===== src/rtl/bsr_pkg.sv =====
package bsr_pkg;

    // Data width of the unit; must be a power of two.
    parameter int DATA_W = 16;

    // Number of distance bits that steer the stages.
    localparam int CNT_W = $clog2(DATA_W);

    typedef logic [DATA_W-1:0] word_t;

    // Operation select shared by every stage.
    typedef struct packed {
        logic right;   // 1: toward LSB
        logic rotate;  // 1: wrap bits around instead of zero fill
    } move_ctrl_t;

endpackage


===== src/rtl/bsr_stage.sv =====
// One conditional move stage: moves by a fixed distance DIST when take is set.
module bsr_stage #(
    parameter int WIDTH = 16,
    parameter int DIST  = 1
) (
    input  logic [WIDTH-1:0]  stage_in,
    input  logic              take,
    input  bsr_pkg::move_ctrl_t ctrl,
    output logic [WIDTH-1:0]  stage_out
);

    logic [DIST-1:0]  fill_low_d;   // enters at the LSB end on a left move
    logic [DIST-1:0]  fill_high_d;  // enters at the MSB end on a right move
    logic [WIDTH-1:0] left_d;
    logic [WIDTH-1:0] right_d;

    always_comb begin
        fill_low_d  = ctrl.rotate ? stage_in[WIDTH-1:WIDTH-DIST] : '0;
        fill_high_d = ctrl.rotate ? stage_in[DIST-1:0]           : '0;
        left_d      = {stage_in[WIDTH-1-DIST:0], fill_low_d};
        right_d     = {fill_high_d, stage_in[WIDTH-1:DIST]};
        if (!take) begin
            stage_out = stage_in;
        end else if (ctrl.right) begin
            stage_out = right_d;
        end else begin
            stage_out = left_d;
        end
    end

endmodule


===== src/rtl/bsr_range_guard.sv =====
// Forces a zero result when a logical move runs past the word width.
module bsr_range_guard #(
    parameter int WIDTH = 16,
    parameter int HI_W  = 12
) (
    input  logic [WIDTH-1:0] staged,
    input  logic [HI_W-1:0]  dist_high,
    input  logic             rotate,
    output logic [WIDTH-1:0] guarded
);

    logic overrange_d;

    always_comb begin
        overrange_d = !rotate && (dist_high != '0);
        guarded     = overrange_d ? '0 : staged;
    end

endmodule


===== src/rtl/barrel_shift_rotate.sv =====
module barrel_shift_rotate #(
    parameter int WIDTH = bsr_pkg::DATA_W
) (
    input  logic [WIDTH-1:0] operand_a,
    input  logic [WIDTH-1:0] operand_b,
    input  logic             dir_right,
    input  logic             mode_rotate,
    output logic [WIDTH-1:0] shift_out
);

    localparam int CNT_W = $clog2(WIDTH);
    localparam int HI_W  = WIDTH - CNT_W;

    bsr_pkg::move_ctrl_t ctrl_d;
    logic [WIDTH-1:0]    chain_d [CNT_W+1];

    always_comb begin
        ctrl_d.right  = dir_right;
        ctrl_d.rotate = mode_rotate;
        chain_d[0]    = operand_a;
    end

    // Stage k moves by 2**k when distance bit k is set.
    for (genvar k = 0; k < CNT_W; k++) begin : g_stage
        bsr_stage #(
            .WIDTH (WIDTH),
            .DIST  (1 << k)
        ) i_stage (
            .stage_in  (chain_d[k]),
            .take      (operand_b[k]),
            .ctrl      (ctrl_d),
            .stage_out (chain_d[k+1])
        );
    end

    bsr_range_guard #(
        .WIDTH (WIDTH),
        .HI_W  (HI_W)
    ) i_guard (
        .staged    (chain_d[CNT_W]),
        .dist_high (operand_b[WIDTH-1:CNT_W]),
        .rotate    (mode_rotate),
        .guarded   (shift_out)
    );

endmodule


===== config.mk =====
export PLATFORM = sky130hd
export DESIGN_NAME = barrel_shift_rotate
export DESIGN_NICKNAME = d
export VERILOG_FILES = /design/src/rtl/bsr_pkg.sv /design/src/rtl/bsr_stage.sv /design/src/rtl/bsr_range_guard.sv /design/src/rtl/barrel_shift_rotate.sv
export SDC_FILE = /design/constraint.sdc
export NUM_CORES = 1
export LEC_CHECK = 0
export BUFFER_PORTS_ARGS = -buffer_cell sky130_fd_sc_hd__clkbuf_2
export CAP_MARGIN = 5
export CELL_PAD_IN_SITES_DETAIL_PLACEMENT = 2
export CELL_PAD_IN_SITES_GLOBAL_PLACEMENT = 2
export CORE_UTILIZATION = 29
export DETAILED_ROUTE_END_ITERATION = 8
export GPL_ROUTABILITY_DRIVEN = 0
export PLACE_DENSITY_LB_ADDON = 0.1
export SYNTH_ARGS = -nofsm -noshare
export SYNTH_HDL_FRONTEND = slang
export SYNTH_SLANG_ARGS = --single-unit

===== constraint.sdc =====
create_clock -name vclk -period 2.9
set_input_delay 0.58 -clock vclk [all_inputs]
set_output_delay 0.58 -clock vclk [all_outputs]
set_load 0.01 [all_outputs]

==> key figures, run 1 <==
Outcome
  – Status: finished, final reports clean

Layout
  – Seq_cells: 0
  – Total Nets Final: 333
  – Share of layout cells above drive strength 1: 0.337
  – # diodes: 0
  – Fillers: ~680
  – Synthesis-to-layout area growth: 31.1%
  – Layout clock buffer count: 0
  – Sequential Area: 0 um^2

Route
  – Vias/cell: 6.02
  – DR iter-0 viols: about 110
  – Drt wl/cell: between 20 and 25 um
  – Drc violations: 0
  – Antenna-violating nets left: 0
  – DR vias: 2211
  – First drt pass iteration count: 4
  – Final wirelength: roughly 7500 um

Synthesis
  – Area share of fa/ha/maj cells after synthesis: 0
  – Synth Area in Simple Gates: 0.212
  – Synth Cell Area: around 1600 um^2
  – Yosys cell types: between 40 and 50
  – Synth Area per Inst: slightly below 7 um^2
  – Post-Syn Nets: between 200 and 300
  – Main combinational cell family by area after synthesis: compound AO/OA/AOI/OAI gates
  – Compound-Gate Fraction of Synth Area: 0.436
  – XOR/XNOR Fraction of Synth Area: 0
  – Dominant cell type by area after synthesis: mux2i_1
  – Post-synthesis mux area share: 0.236
  – YS warnings: 0
  – Largest cells by area after synthesis: mux2i_1 21%, nor2_1 6.9%, a32o_1 6.1%
  – Post-Syn Instances: approximately 240
  – Register area share after synthesis: 0
  – Post-synth top area share: 0.208

Pwr
  – Seq pwr share: 0
  – Power density cells: 185 nW/um^2
  – Overall Power: between 0.3 and 0.4 mW
  – Internal: about 0.17 mW
  – Logic gate share of total power: 1.000
  – Maximum vdd ir drop: between 0.00006 and 0.00007 V
  – Clk pwr share: 0
  – Psw: approximately 0.23 mW
  – Switching portion of total power: 0.568
  – Leak: 0.949 nW

GRT
  – Initial antenna violation count: 0
  – Vias in the first global route: about 2300
  – GRT Total Usage: 0.246
  – First-pass GRT wire length: 11800 um
  – GR Overflow Total: 0
  – Largest net degree at the start of global routing: 29

Clocking
  – Quantity of hold-fixing buffers added after cts: 0

Die
  – Std cell rows: 26
  – Initial Util: 0.310
  – Die X: between 70 and 80 um
  – IO Pins: 50
  – Height of the die: a little under 80 um
  – Die area: between 5000 and 6000 um^2
  – Core area: around 5300 um^2

Worst setup path
  – Critical path fanouts, max: 14
  – CP arrival: approximately 2300 ps
  – WS Path Type: input port to output pin
  – Crit end category: output pin
  – Req. time, crit path: roughly 2300 ps
  – Launch point of the worst path: operand_b[0]
  – Worst setup path end: shift_out[8]
  – Crit start category: input port

Run
  – MaxCap Viol Count: 0

Timing
  – Worst slew pin tran: around 460 ps
  – Setup TNS: 0 ps
  – Setup-violating endpoint count in the final report: 0
  – Hold Fails Final Rpt: 0
  – Tmin final: about 2900 ps
  – Share of the cycle needed by the critical path after routing: 0.985
  – Slew HR: 0.691
  – RSZ-0062 raised after global routing: yes
  – Pins Over Slew Limit: 0
  – FMAX: 0.350 GHz

Place
  – Number of port buffers: 50
  – DP HPWL: 6050 um

Hold path
  – Hold WC Path Type: input port to output pin
[power by group through the flow]
stage	Combinational [mW]	Sequential (mW)	Clock [mW]
floorplan	0.234	0	0
detailed placement	0.379	0	0
global route	0.430	0	0
finish	0.398	0	0
global placement	0.369	0	0
CTS	0.381	0	0
[placed cells by master (no fill, tap or decap), drive strengths merged, types with 5 or more instances in the layout]
cell,n
o211ai,9
nand2,16
mux2i,34
nor4,6
nand3,5
o21ai,13
buf,35
nand2b,7
a31oi,5
a32o,10
inv,5
o22ai,5
a211oi,12
nor2,30
clkbuf,49
a21oi,9
[synth_stat cells (2+ instances only)]
master and n:
nor4_1 6, mux2i_1 34, nand3b_1 2, a311o_1 2, a311oi_1 2, o221ai_1 2
clkbuf_1 6, o21ai_0 13, a31oi_1 5, mux2_2 4, nor3_1 4, buf_2 7
a22o_1 4, o21a_1 3, nand2_1 16, o22ai_1 5, nand2b_1 7, o211ai_1 9
nor2_1 30, o22a_1 2, a22oi_1 2, buf_4 5, o32ai_1 4, inv_1 5
a211oi_1 11, a32o_1 10, buf_6 3, a21oi_1 9, nand3_1 5
[cell families after synthesis]
kind of cell / after synthesis
AND/OR/NAND/NOR: 75
AO/OA/AOI/OAI: 95
buffers and inverters: 29
multiplexers: 38
[worst max-delay path, stage by stage]
cell	delay (ps)
buf_2	170
buf_12	170
mux2i_2	240
o22ai_2	140
or2_2	350
o221a_2	270
a22o_1	230
clkbuf_2	130
[final cells by class]
class | count | area [um^2] | share of cell area
Multi-Input combinational cell | 208 | 1490 | 0.695
Inverter | 5 | 18.8 | 0.00875
Timing Repair Buffer | 84 | 547 | 0.255
Tap cell | 70 | 87.6 | 0.0408
[repair_timing]
action                                  CTS  global route
resized for setup                         1            14
pin swaps                                 0             2
buffers inserted                          0             1
endpoints found under the setup margin    1            10
endpoints found under the hold margin     0             0
gates cloned                              0             1
[metrics by stage]
stage | hold WS, ps | area [um^2] | instances | utilization | worst slack [ps]
4_1_cts | 1560 | 2060 | 365 | 0.391 | 53.1
3_5_place_dp | 1550 | 2050 | 365 | 0.390 | -11.2
2_1_floorplan | 1310 | 1640 | 237 | - | 373
5_1_grt | 1600 | 2140 | 367 | 0.407 | -20.5
3_3_place_gp | 1560 | 2050 | 365 | 0.390 | 56.0
6_report | 1550 | 2140 | 367 | 0.407 | 43.3
[per-layer routing]
metal / GRT usage / up-vias / wire length, um
met4: 0.0585 / 0 / 179
met5: 0 / - / 0
met2: 0.437 / 52 / 3690
met1: 0.318 / 1083 / 3370
met3: 0.0226 / 16 / 261
li1: - / 1060 / -
[how the worst min path moves through the flow]
stage	startpoint	endpoint	slack, ps	depth (start not counted)
2_1_floorplan	operand_b[3]	shift_out[12]	1310	2
3_3_place_gp	operand_b[3]	shift_out[12]	1560	4
3_5_place_dp	operand_b[3]	shift_out[12]	1550	4
4_1_cts	operand_b[3]	shift_out[12]	1560	4
5_1_grt	operand_b[3]	shift_out[12]	1600	4
6_report	operand_b[3]	shift_out[12]	1550	4
Power figures use the tool's default switching activity.
==> inputs of run 2 (changes only) <==
--- a/config.mk
+++ b/config.mk
@@ -5,11 +5,12 @@
 export SDC_FILE = /design/constraint.sdc
 export NUM_CORES = 1
 export LEC_CHECK = 0
-export BUFFER_PORTS_ARGS = -buffer_cell sky130_fd_sc_hd__clkbuf_2
+export ABC_AREA = 1
+export BUFFER_PORTS_ARGS = -buffer_cell sky130_fd_sc_hd__buf_2
 export CAP_MARGIN = 5
 export CELL_PAD_IN_SITES_DETAIL_PLACEMENT = 2
 export CELL_PAD_IN_SITES_GLOBAL_PLACEMENT = 2
-export CORE_UTILIZATION = 29
+export CORE_UTILIZATION = 26
 export DETAILED_ROUTE_END_ITERATION = 8
 export GPL_ROUTABILITY_DRIVEN = 0
 export PLACE_DENSITY_LB_ADDON = 0.1
==> run 2 against run 1 <==
Effect of this change:
- combinational power hardly changed
- utilization is 9.2 points lower
- clock-buffer cell count stayed put
- setup slack better by 180 ps
- cell count is 41% higher
- first-iteration DRC count is 35% lower
- critical path type unchanged
==> key figures, run 2 <==
Outcome
  – Status: finished, final reports clean

GRT
  – GR Overflow Total: 0
  – Vias in the first global route: between 2000 and 3000
  – GRT Total Usage: 0.218
  – Largest net degree at the start of global routing: 30
  – First-pass GRT wire length: 13200 um
  – Initial antenna violation count: 0

Hold path
  – Hold WC Path Type: input port to output pin
  – HP Start: operand_b[3]
  – Hold Path Depth: 4

Timing
  – Setup-violating endpoint count in the final report: 0
  – Setup TNS: 0 ps
  – Tmin final: around 2700 ps
  – RSZ-0062 raised after global routing: no
  – Worst slew pin tran: approximately 480 ps
  – Final hold slack: between 1500 and 2000 ps
  – Slew HR: 0.681
  – Hold Fails Final Rpt: 0
  – Share of the cycle needed by the critical path after routing: 0.924
  – Pins Over Slew Limit: 0
  – FMAX: 0.373 GHz

Worst setup path
  – WS Path Type: input port to output pin
  – Crit start category: input port
  – Req. time, crit path: between 2000 and 2500 ps
  – Critical path fanouts, max: 19
  – Launch point of the worst path: operand_b[0]
  – CP arrival: 2100 ps
  – Crit end category: output pin

Pwr
  – Maximum vdd ir drop: between 0.00004 and 0.00005 V
  – Power density cells: ~190 nW/um^2
  – Leak: around 1.3 nW

Synthesis
  – Dominant cell type by area after synthesis: nand2_1
  – Largest cells by area after synthesis: nand2_1 34%, nand3_1 28%, nand3_2 12%
  – Synth Area in Simple Gates: 0.835
  – Synth Cell Area: 1850 um^2
  – Post-Syn Nets: about 420
  – Post-Syn Instances: 382
  – Compound-Gate Fraction of Synth Area: 0.0108
  – Post-synth top area share: 0.340
  – YS warnings: 0
  – Main combinational cell family by area after synthesis: simple AND/OR/NAND/NOR gates
  – Area share of fa/ha/maj cells after synthesis: 0
  – Synth cell count leaders: 168 x nand2_1, 104 x nand3_1, 23 x inv_1
  – Yosys cell types: 21
  – Synth Area per Inst: ~4.9 um^2
  – Post-synthesis mux area share: 0
  – Register area share after synthesis: 0
  – Most common cell in the netlist: nand2_1
  – XOR/XNOR Fraction of Synth Area: 0

Layout
  – Fillers: ~970
  – Design area: ~2200 um^2
  – Most common cell after layout, fill and taps aside: nand2_1
  – Total Nets Final: between 400 and 500
  – Seq_cells: 0
  – # diodes: 0
  – Synthesis-to-layout area growth: 16.0%
  – Share of layout cells above drive strength 1: 0.221
  – Sequential Area: 0 um^2
  – Multi-input gate area: 1570 um^2
  – Most frequent cells in the layout: 168 x nand2_1, 104 x nand3_1, 49 x buf_2
  – Layout clock buffer count: 0

Place
  – DP Area: 2150 um^2
  – DP HPWL: roughly 6500 um
  – Number of port buffers: 50

Die
  – IO Pins: 50
  – Die X: roughly 86 um
  – Initial Util: 0.271
  – Die area: ~7500 um^2
  – Core area: about 6800 um^2
  – Std cell rows: 30
  – Height of the die: just under 90 um

Route
  – Vias/cell: slightly above 5
  – Antenna-violating nets left: 0
  – DR vias: ~2600
  – Final wirelength: slightly below 8000 um
  – First drt pass iteration count: 4
  – Drt wl/cell: approximately 15 um
  – Drc violations: 0
  – DR iter-0 viols: 74

Run
  – MaxCap Viol Count: 0
run 2: what timing repair did:
item                                   4_1_cts  5_1_grt
setup endpoints to repair                    0        5
hold buffers                                 0        0
buffers inserted                             0        0
endpoints found under the hold margin        0        0
gates resized for setup                      0        1
run 2: final timing paths:
kind                      endpoint  slack, ps
worst max-delay path  shift_out[7]        220
worst min-delay path  shift_out[6]       1660
run 2: worst max-delay path, cell delays in order:
cell     delay (ps)
buf_2           170
buf_12          170
or2_2           310
nand2_1         130
nand2_1          60
nand2_1          60
nand2_1          70
nand3_1          90
nand3_1          90
nand3_1          90
nand2_1          50
inv_1            50
nor2_1           30
buf_2           130
run 2: routing by layer:
layer	wire length, um	GRT usage	vias up
li1	-	-	1312
met1	3650	0.274	1258
met2	3940	0.432	29
met3	107	0.00476	4
met4	39	0.00909	0
met5	0	0	-
run 2: cell type report:
type / instances / share of cell area
Multi-Input combinational cell: 333 / 0.729
Timing Repair Buffer: 60 / 0.164
Tap cell: 96 / 0.0558
Inverter: 27 / 0.0506
run 2: stage by stage:
stage	instances	worst slack [ps]	power [mW]	utilization
after global placement	516	228	0.396	0.314
after global routing	516	4.03	0.458	0.315
after floorplan	382	673	0.286	-
after CTS	516	176	0.407	0.314
after detailed placement	516	186	0.405	0.314
final	516	221	0.400	0.315
run 2: cell families (layout without fill, tap and decap cells):
kind of cell	after synthesis	count (layout)
simple gates	330	330
compound gates	3	3
buf+inv	49	87
run 2: where the power goes:
part | switching [mW] | leakage, nW | internal (mW)
registers | 0 | 0 | 0
logic | 0.257 | 1.31 | 0.143
clock network | 0 | 0 | 0
==> inputs of run 3 (changes only) <==
--- a/config.mk
+++ b/config.mk
@@ -8,12 +8,13 @@
 export ABC_AREA = 1
 export BUFFER_PORTS_ARGS = -buffer_cell sky130_fd_sc_hd__buf_2
 export CAP_MARGIN = 5
-export CELL_PAD_IN_SITES_DETAIL_PLACEMENT = 2
+export CELL_PAD_IN_SITES_DETAIL_PLACEMENT = 0
 export CELL_PAD_IN_SITES_GLOBAL_PLACEMENT = 2
 export CORE_UTILIZATION = 26
 export DETAILED_ROUTE_END_ITERATION = 8
 export GPL_ROUTABILITY_DRIVEN = 0
 export PLACE_DENSITY_LB_ADDON = 0.1
+export SETUP_SLACK_MARGIN = 0.2
 export SYNTH_ARGS = -nofsm -noshare
 export SYNTH_HDL_FRONTEND = slang
 export SYNTH_SLANG_ARGS = --single-unit
==> run 3 against run 2 <==
Effect of this change:
- global-route usage down 2.4 points
- non-clock buffer count up 3
- clock-buffer cell count unchanged
- critical path depth did not move
- cell count increased by 0.78%
- maximum frequency increased by 3.8%
- critical path type unchanged
==> key figures, run 3 (same netlist as run 2, synthesis figures left out) <==
Outcome
  – Status: finished, final reports clean

Die
  – Std cell rows: 30
  – IO Pins: 50
  – Initial Util: 0.271
  – Height of the die: 86.5 um
  – Die X: between 80 and 90 um
  – Die area: between 7000 and 8000 um^2
  – Core area: about 6800 um^2

Pwr
  – Maximum vdd ir drop: 0.0000538 V
  – Leak: ~1.4 nW
  – Seq pwr share: 0
  – Internal: 0.156 mW
  – Logic gate share of total power: 1.000
  – Psw: around 0.26 mW
  – Clk pwr share: 0
  – Switching portion of total power: 0.623
  – Power density cells: around 180 nW/um^2

Timing
  – Tmin final: about 2600 ps
  – RSZ-0062 raised after global routing: yes
  – Share of the cycle needed by the critical path after routing: 0.890
  – Pins Over Slew Limit: 0
  – Worst slew pin tran: 452 ps
  – Slew HR: 0.698
  – Setup TNS: 0 ps
  – Setup-violating endpoint count in the final report: 0
  – FMAX: between 0.3 and 0.4 GHz
  – Final worst slack: roughly 320 ps
  – Hold Fails Final Rpt: 0

GRT
  – Initial antenna violation count: 0
  – GR Overflow Total: 0
  – Largest net degree at the start of global routing: 30
  – Vias in the first global route: around 2500
  – GRT Total Usage: 0.194
  – First-pass GRT wire length: ~12000 um

Worst setup path
  – Req. time, crit path: between 2000 and 2500 ps
  – CP delay by family, top: simple AND/OR/NAND/NOR gates
  – CP Cell Sequence: buf_4 > buf_12 > or2_2 > nand2_2 > nand2_1 > nand2_1 > nand2_2 > nand3_1 > nand3_2 > nand3_1 > nand2_1 > inv_1 > nor2_1 > buf_2
  – Crit end category: output pin
  – Critical path fanouts, max: 16
  – Critical-path cell with the highest stage delay: or2_2
  – Most numerous cell on the critical path: nand2_1
  – Worst path buffer plus inverter count: 4
  – Crit start category: input port
  – WS Path Type: input port to output pin
  – Critical Path Max Stage Delay: 310 ps
  – CP arrival: 2000 ps

Layout
  – # diodes: 0
  – Share of layout cells above drive strength 1: 0.267
  – Synthesis-to-layout area growth: 23.8%
  – Most common cell after layout, fill and taps aside: nand2_1
  – Sequential Area: 0 um^2
  – Seq_cells: 0
  – Layout clock buffer count: 0
  – Total Nets Final: 460
  – Fillers: between 800 and 900
  – Most frequent cells in the layout: 164 x nand2_1, 93 x nand3_1, 48 x buf_2

Hold path
  – Hold WC Path Type: input port to output pin
  – Hold Path Depth: 4
  – WHS Endpoint: shift_out[6]
  – HP Start: operand_b[3]

Run
  – MaxCap Viol Count: 0

Route
  – DR iter-0 viols: around 160
  – Drc violations: 0
  – Final wirelength: between 7000 and 8000 um
  – Drt wl/cell: ~14 um
  – First drt pass iteration count: 4
  – Antenna-violating nets left: 0
  – Vias/cell: about 4.9
  – DR vias: 2522

Place
  – Dpl ws: 215 ps
  – DP HPWL: around 5700 um
  – Number of port buffers: 50

Clocking
  – Quantity of hold-fixing buffers added after cts: 0
run 3: cell count changes in the layout (fill, tap and decap cells not counted), sizes merged:
cell,before,now
buf,59,62
clkinv,1,2
run 3: worst min-delay path, stage by stage:
cell and delay [ps]:
buf_2 90, buf_4 200, a21oi_1 80, buf_2 130
run 3: timing repair:
item | 4_1_cts | 5_1_grt
resized for setup | 0 | 24
setup endpoints to repair | 0 | 16
buffers inserted | 0 | 2
run 3: how the worst max path moves through the flow:
stage	end	cells past startpoint	slack (ps)	from
4_1_cts	shift_out[15]	15	210	dir_right
3_3_place_gp	shift_out[15]	15	230	dir_right
2_1_floorplan	shift_out[1]	13	670	dir_right
3_5_place_dp	shift_out[15]	15	220	dir_right
6_report	shift_out[7]	14	320	operand_b[0]
5_1_grt	shift_out[2]	15	190	dir_right
run 3: area by class of cell:
type                       count  area, um^2  share of cell area
multi-input combinational    333        1640               0.713
timing repair buffer          63         415               0.181
timing repair inverter         1        8.76             0.00382
inverter                      27         114              0.0496
tap                           96         120              0.0523
run 3: power by group through the flow:
stage / Combinational, mW / Clock [mW] / Sequential [mW]
2_1_floorplan: 0.286 / 0 / 0
6_report: 0.415 / 0 / 0
3_3_place_gp: 0.396 / 0 / 0
3_5_place_dp: 0.394 / 0 / 0
5_1_grt: 0.474 / 0 / 0
4_1_cts: 0.395 / 0 / 0
run 3: metrics by stage:
| stage | std cells | util | hold WS (ps) | total power [mW] | area [um^2] |
|---|---|---|---|---|---|
| floorplan | 382 | - | 1440 | 0.286 | 1850 |
| global placement | 516 | 0.314 | 1660 | 0.396 | 2150 |
| detailed placement | 516 | 0.314 | 1660 | 0.394 | 2150 |
| CTS | 516 | 0.314 | 1660 | 0.395 | 2150 |
| global route | 520 | 0.336 | 1700 | 0.474 | 2290 |
| finish | 520 | 0.336 | 1650 | 0.415 | 2290 |
run 3: metal layers:
metal	part of all wire	wire length [um]	global-route usage
met1	0.47	3320	0.248
met2	0.50	3540	0.382
met3	0.029	203	0.000952
met4	0	0	0.00758
met5	0	0	0
